`src/rtl/imc_pkg.sv`:
```
package imc_pkg;
   typedef enum logic [2:0] {
      ST_IDLE,
      ST_PICK,
      ST_REQ,
      ST_DATA,
      ST_FEED,
      ST_DIG,
      ST_HALT
   } seq_st_e;
endpackage

```
`src/rtl/imc_throttle.sv`:
```
module imc_throttle #(
   parameter int TW = 8
) (
   input  logic          clk,
   input  logic          rst_n,
   input  logic          active,
   input  logic [TW-1:0] on_len,
   input  logic [TW-1:0] off_len,
   output logic          allow
);
   logic          off_ph_q;
   logic [TW-1:0] cnt_q;
   logic          limiting;

   assign limiting = (on_len != '0) && (off_len != '0);
   assign allow    = !off_ph_q;

   always_ff @(posedge clk or negedge rst_n) begin
      if (!rst_n) begin
         off_ph_q <= 1'b0;
         cnt_q    <= '0;
      end else if (!active || !limiting) begin
         off_ph_q <= 1'b0;
         cnt_q    <= '0;
      end else if (!off_ph_q) begin
         if (cnt_q == on_len - TW'(1)) begin
            off_ph_q <= 1'b1;
            cnt_q    <= '0;
         end else begin
            cnt_q <= cnt_q + TW'(1);
         end
      end else begin
         if (cnt_q == off_len - TW'(1)) begin
            off_ph_q <= 1'b0;
            cnt_q    <= '0;
         end else begin
            cnt_q <= cnt_q + TW'(1);
         end
      end
   end
endmodule

```
`src/rtl/imc_watchdog.sv`:
```
module imc_watchdog #(
   parameter int WDW = 16
) (
   input  logic           clk,
   input  logic           rst_n,
   input  logic           reload,
   input  logic           run,
   input  logic [WDW-1:0] limit,
   output logic           expired
);
   logic [WDW-1:0] left_q;

   assign expired = run && !reload && (left_q == '0);

   always_ff @(posedge clk or negedge rst_n) begin
      if (!rst_n)
         left_q <= '0;
      else if (reload)
         left_q <= limit;
      else if (run && left_q != '0)
         left_q <= left_q - WDW'(1);
   end
endmodule

```
`src/rtl/imc_seq.sv`:
```
module imc_seq
   import imc_pkg::*;
#(
   parameter int NBLK        = 4,
   parameter int NSEG        = 2,
   parameter int AW          = 32,
   parameter int DW          = 32,
   parameter int LW          = 12,
   parameter int DGW         = 160,
   parameter int TW          = 8,
   parameter int WDW         = 16,
   parameter bit THROTTLE_EN = 1'b1
) (
   input  logic                                clk,
   input  logic                                rst_n,
   input  logic                                start,
   input  logic                                cont_mode,
   input  logic [NBLK-1:0]                     blk_en,
   input  logic [NBLK-1:0][NSEG-1:0][AW-1:0]   seg_base,
   input  logic [NBLK-1:0][NSEG-1:0][LW-1:0]   seg_len,
   input  logic [TW-1:0]                       bus_on,
   input  logic [TW-1:0]                       bus_off,
   input  logic [WDW-1:0]                      wd_limit,
   output logic                                rd_req,
   output logic [AW-1:0]                       rd_addr,
   input  logic                                rd_gnt,
   input  logic                                rd_rvalid,
   input  logic [DW-1:0]                       rd_rdata,
   output logic                                hash_valid,
   output logic [DW-1:0]                       hash_data,
   output logic                                hash_last,
   input  logic                                hash_ready,
   input  logic                                dig_valid,
   input  logic [DGW-1:0]                      dig_data,
   output logic                                busy,
   output logic                                done_irq,
   output logic                                mism_irq,
   output logic [$clog2(NBLK)-1:0]             err_blk,
   output logic                                sec_err,
   output logic                                wd_timeout
);
   localparam int BIX = $clog2(NBLK);
   localparam int BW  = $clog2(NBLK + 1);
   localparam int SIX = $clog2(NSEG);
   localparam logic [AW-1:0]  STEP    = AW'(DW / 8);
   localparam logic [BW-1:0]  BLK_END = BW'(NBLK);
   localparam logic [SIX-1:0] SEG_TOP = SIX'(NSEG - 1);

   if (NBLK < 2) begin : g_chk_nblk
      $error("imc_seq: NBLK must be at least 2");
   end
   if (NSEG < 2) begin : g_chk_nseg
      $error("imc_seq: NSEG must be at least 2");
   end
   if (DW % 8 != 0) begin : g_chk_dw
      $error("imc_seq: DW must be a whole number of bytes");
   end

   seq_st_e          st_q;
   logic [BW-1:0]    blk_q;
   logic [SIX-1:0]   seg_q;
   logic [AW-1:0]    addr_q;
   logic [LW-1:0]    cnt_q;
   logic [DW-1:0]    word_q;
   logic             mode_q;
   logic [DGW-1:0]   store_q [NBLK];

   logic [BIX-1:0]   blk_ix;
   logic [LW-1:0]    cur_len;
   logic [AW-1:0]    cur_base;
   logic             more_after;
   logic             word_is_last;
   logic             bus_allow;
   logic             wd_exp;
   logic             wd_run;
   logic             active;

   assign blk_ix   = blk_q[BIX-1:0];
   assign cur_len  = seg_len[blk_ix][seg_q];
   assign cur_base = seg_base[blk_ix][seg_q];

   // any non-empty piece later in the current block
   always_comb begin
      more_after = 1'b0;
      for (int s = 0; s < NSEG; s++) begin
         if (s > int'(seg_q) && seg_len[blk_ix][s] != '0)
            more_after = 1'b1;
      end
   end

   assign word_is_last = (cnt_q == LW'(1)) && !more_after;
   assign active       = (st_q != ST_IDLE) && (st_q != ST_HALT);
   assign wd_run       = (st_q == ST_REQ) || (st_q == ST_DATA) ||
                         (st_q == ST_FEED) || (st_q == ST_DIG);

   if (THROTTLE_EN) begin : g_thr
      imc_throttle #(.TW(TW)) u_thr (
         .clk     (clk),
         .rst_n   (rst_n),
         .active  (active),
         .on_len  (bus_on),
         .off_len (bus_off),
         .allow   (bus_allow)
      );
   end else begin : g_nothr
      assign bus_allow = 1'b1;
   end

   imc_watchdog #(.WDW(WDW)) u_wd (
      .clk     (clk),
      .rst_n   (rst_n),
      .reload  (st_q == ST_PICK && seg_q == '0),
      .run     (wd_run),
      .limit   (wd_limit),
      .expired (wd_exp)
   );

   assign rd_req     = (st_q == ST_REQ) && bus_allow;
   assign rd_addr    = addr_q;
   assign hash_valid = (st_q == ST_FEED);
   assign hash_data  = word_q;
   assign hash_last  = hash_valid && word_is_last;
   assign busy       = active;

   always_ff @(posedge clk or negedge rst_n) begin
      if (!rst_n) begin
         st_q       <= ST_IDLE;
         blk_q      <= '0;
         seg_q      <= '0;
         addr_q     <= '0;
         cnt_q      <= '0;
         word_q     <= '0;
         mode_q     <= 1'b0;
         done_irq   <= 1'b0;
         mism_irq   <= 1'b0;
         err_blk    <= '0;
         sec_err    <= 1'b0;
         wd_timeout <= 1'b0;
         for (int b = 0; b < NBLK; b++) store_q[b] <= '0;
      end else begin
         done_irq <= 1'b0;
         mism_irq <= 1'b0;
         unique case (st_q)
            ST_IDLE: if (start) begin
               mode_q <= cont_mode;
               blk_q  <= '0;
               seg_q  <= '0;
               st_q   <= ST_PICK;
            end
            ST_PICK: begin
               if (blk_q == BLK_END) begin
                  blk_q <= '0;
                  seg_q <= '0;
                  if (!(mode_q && cont_mode)) begin
                     st_q     <= ST_IDLE;
                     done_irq <= !mode_q;
                  end
               end else if (blk_en[blk_ix] && cur_len != '0) begin
                  addr_q <= cur_base;
                  cnt_q  <= cur_len;
                  st_q   <= ST_REQ;
               end else if (blk_en[blk_ix] && seg_q != SEG_TOP) begin
                  seg_q <= seg_q + SIX'(1);
               end else begin
                  blk_q <= blk_q + BW'(1);
                  seg_q <= '0;
               end
            end
            ST_REQ: if (rd_req && rd_gnt) st_q <= ST_DATA;
            ST_DATA: if (rd_rvalid) begin
               word_q <= rd_rdata;
               st_q   <= ST_FEED;
            end
            ST_FEED: if (hash_ready) begin
               if (cnt_q != LW'(1)) begin
                  addr_q <= addr_q + STEP;
                  cnt_q  <= cnt_q - LW'(1);
                  st_q   <= ST_REQ;
               end else if (more_after) begin
                  seg_q <= seg_q + SIX'(1);
                  st_q  <= ST_PICK;
               end else begin
                  st_q <= ST_DIG;
               end
            end
            ST_DIG: if (dig_valid) begin
               if (!mode_q) begin
                  store_q[blk_ix] <= dig_data;
               end else if (dig_data != store_q[blk_ix]) begin
                  mism_irq <= 1'b1;
                  err_blk  <= blk_ix;
                  sec_err  <= 1'b1;
               end
               blk_q <= blk_q + BW'(1);
               seg_q <= '0;
               st_q  <= ST_PICK;
            end
            ST_HALT: st_q <= ST_HALT;
            default: st_q <= ST_IDLE;
         endcase
         if (wd_exp) begin
            st_q       <= ST_HALT;
            wd_timeout <= 1'b1;
         end
      end
   end
endmodule

```
`config.mk`:
```
export PLATFORM = sky130hd
export DESIGN_NAME = imc_seq
export DESIGN_NICKNAME = d
export VERILOG_FILES = /design/src/rtl/imc_pkg.sv /design/src/rtl/imc_throttle.sv /design/src/rtl/imc_watchdog.sv /design/src/rtl/imc_seq.sv
export SDC_FILE = /design/constraint.sdc
export NUM_CORES = 1
export LEC_CHECK = 0
export BUFFER_PORTS_ARGS = -buffer_cell sky130_fd_sc_hd__buf_2
export CAP_MARGIN = 10
export CORE_ASPECT_RATIO = 1.75
export CORE_MARGIN = 3
export CORE_UTILIZATION = 40
export DETAILED_ROUTE_END_ITERATION = 8
export GPL_TIMING_DRIVEN = 0
export MAX_ROUTING_LAYER = met4
export PLACE_DENSITY_LB_ADDON = 0.25
export SLEW_MARGIN = 20
export SYNTH_ARGS = -nofsm -noshare
export SYNTH_HDL_FRONTEND = slang
export SYNTH_SLANG_ARGS = --single-unit
```
`constraint.sdc`:
```
create_clock -name clk -period 9.4 [get_ports clk]
set_clock_uncertainty 0.2 [all_clocks]
set_input_delay 0 -clock clk [delete_from_list [all_inputs] [get_ports clk]]
set_output_delay 0 -clock clk [all_outputs]
set_load 0.005 [all_outputs]
```
==> run metrics <==
hold depth=3; peak fanout along the critical path=10; GR Util met2=56.88%; Resize count post-CTS=0; CTS Buf Count=76; Max IR drop VDD=168.1 µV; most frequent cells in the layout=dfrtp_1 (755), buf_2 (694), mux2_2 (679); max incr delay on CP=0.99 ns; largest net degree at the start of global routing=97; Routed Wire Length=159000 µm; WL/cell=30.14 µm; die area=0.1002 mm²; worst reg-to-reg setup slack=3.11 ns; DP Worst Slack=3.262 ns; hold path start=dig_data[15]; TritonRoute pass-1 iters=9; via count=30430; Clock Latency Late Sink=0.67 ns; GR peak layer=met2; critical path cell sequence=buf_6, buf_4, buf_2, clkbuf_1, mux4_2, xnor2_1, nand4_1, nor4_1, nand2_1, o41ai_4, mux2_1; root buf cell=clkbuf_16; Slew @ Worst Pin=1.264 ns; overall power=12.78 mW; Layout Nets=4565; YS warnings=0; maximum root-to-sink buffer count=3; DRC viols=0; min Tclk post-route=6.288 ns; I/O pins=662; post-DR vias/cell=5.768; Worst R2R Path Depth=11; worst setup slack after layout=3.112 ns; footprint of the multi-input gates=0.01869 mm²; mean post-synth cell area=14.11 µm²; routability cong.=1.038; RR Endpoint=err_blk[1]$_DFFE_PN0P_; vias in the first global route=32520; hold slack final=0.03675 ns; status=finished, final reports clean; sequential cell area=0.01889 mm²; share of the synthesized area in the top cell type=49.08%; Die W=240.5 µm; DR iter-0 viols=1979; Critical Path AT=6.63 ns; largest area contributor in the netlist=dfrtp_1; largest cells by area after synthesis=dfrtp_1 (49%), mux2_2 (20%), mux4_2 (14%), xnor2_1 (3.8%), clkbuf_1 (1.1%); global-route wire length before repair=226800 µm; H-tree depth=3; commonest non-fill, non-tap cell in the layout=dfrtp_1; Layout Utilization=53.90%; HP Class=primary input to flop; slew margin rel.=15.16%; die height=416.4 µm; Seq/Total Area, Yosys=49.08%; FILL cells=8169; CTS tree=done; number of distinct library cells after synthesis=67; Power Density=249.9 mW/mm²; port bufs=660; synthesis-stage register bit count=755; met3 global-route usage=6.385%; Final Slew Violations=0; Synthesized Nets=3331; FF-to-FF Start=blk_q[1]$_DFFE_PN0P_; Final Hold Fails=0; CP startpoint kind=flop; Final HPWL DP=117100 µm; static leakage=23.11 nW; clk slew on worst S/H paths=0.07 ns; Netlist Area Pre-Place=0.03850 mm²; max-cap violation count=0; Synth Instances=2729; slowest stage cell on the critical path=xnor2_1; WP buf/inv=4; RSZ-0062 raised after global routing=no; Setup violations, final=0; GRT Util Overall=32.68%; ANT nets after route=0; required time of the critical path=9.74 ns; CP delay by family, top=buffers and inverters; area grow syn2layout=32.86%; Remaining Overflow, GRT=0; dominant synthesized flop cell=dfrtp_1; placed cells=4607; fmax=0.1590 GHz; met1 Resource Use GR=33.85%; initial antenna violation count=50; Hold Path End=store_q[175]$_DFFE_PN0P_; Worst setup EP type=flop; Crit Path Category=flop to flop; Synth async-reset ratio=100.0%; area of the core=0.09489 mm²; Final Cycle Share=66.89%; number of synthesized flops with an enable pin=0; initial core utilization=40.57%; post-layout instance count excluding filler cells=5276; share of layout cells above drive strength 1=44.35%; # rows=149; CTS sink count=755
-- metrics by stage --
stage | TNS [ns] | instance area, µm²
2_1_floorplan | 0 | 38500
3_3_place_gp | -6479.92 | 43310
3_5_place_dp | 0 | 43590
4_1_cts | 0 | 51010
5_1_grt | 0 | 51140
6_report | 0 | 51150
-- flip-flops by register name (all words and copies together), names as in the netlist --
signal / count
err_blk: 2
rd_addr: 32
hash_data: 32
sec_err: 1
mode_q: 1
st_q: 3
store_q: 640
wd_timeout: 1
seg_q: 1
g_thr.u_thr.off_ph_q: 1
u_wd.left_q: 16
cnt_q: 12
g_thr.u_thr.cnt_q: 8
blk_q: 3
done_irq: 1
mism_irq: 1
-- report_power, final --
group	internal, mW	switching [mW]
Sequential	4.12	0.546
Combinational	2.42	2.53
Clock	1.78	1.40
Total	8.31	4.47
-- repair_timing --
item	in CTS	in global routing
hold endpoints to repair	1181	1
hold buffers	485	1
setup endpoints to repair	0	0
setup buffers	0	0
-- final cells by class --
type,count,area share (%)
flip-flops and latches,755,36.94
plain buffers,181,1.607
repair buffers,1156,16.53
multi-input cells,1764,36.54
clock buffers,109,4.354
well taps,1208,2.955
diodes,48,0.2348
inverters,29,0.2128
clock inverters,26,0.6360
-- cells in the mapped netlist (14+ instances only) --
master / n
a21oi_1: 74
a31oi_1: 15
buf_1: 16
buf_2: 33
clkbuf_1: 116
dfrtp_1: 755
ha_1: 14
inv_1: 27
mux2_2: 679
mux2i_1: 27
mux4_2: 246
nand2_1: 93
nand3_1: 20
nand4_1: 56
nor2_1: 90
nor3_1: 30
nor4_1: 26
o21ai_0: 57
o22a_1: 21
xnor2_1: 165
xor2_1: 22
-- worst max-delay path by stage --
stage / from / endpoint / slack (ns) / depth (start not counted)
after global routing: blk_q[1]$_DFFE_PN0P_ / err_blk[1]$_DFFE_PN0P_ / 3.39 / 11
after detailed placement: blk_q[1]$_DFFE_PN0P_ / err_blk[1]$_DFFE_PN0P_ / 3.26 / 11
after floorplan: blk_q[0]$_DFFE_PN0P_ / store_q[480]$_DFFE_PN0P_ / 6.16 / 12
final: blk_q[1]$_DFFE_PN0P_ / err_blk[1]$_DFFE_PN0P_ / 3.11 / 11
after CTS: blk_q[1]$_DFFE_PN0P_ / err_blk[1]$_DFFE_PN0P_ / 3.23 / 11
after global placement: rst_n / store_q[356]$_DFFE_PN0P_ / -8.76 / 1
-- metal layers --
| metal | vias up | routed length (µm) | share of wire (%) |
|---|---|---|---|
| met4 | 0 | 11700 | 7.4 |
| met1 | 15770 | 54960 | 35 |
| met2 | 1363 | 82470 | 52 |
| met3 | 464 | 9866 | 6.2 |
| met5 | - | 0 | 0 |
| li1 | 12840 | - | - |
-- worst min-delay path: stages --
cell and delay [ns]:
dlygate4sd3_1 0.56, buf_2 0.16, mux2_2 0.15
-- cell families after synthesis --
group	count (synthesis)	synth area share, %
flip-flops	755	49.08
XOR/XNOR	187	4.254
buffers and inverters	210	2.399
AND/OR/NAND/NOR	366	4.706
adder cells (fa/ha/maj)	14	0.4550
multiplexers	954	35.01
AO/OA/AOI/OAI	243	4.098
Note: power is estimated with default switching activity, not from simulation.
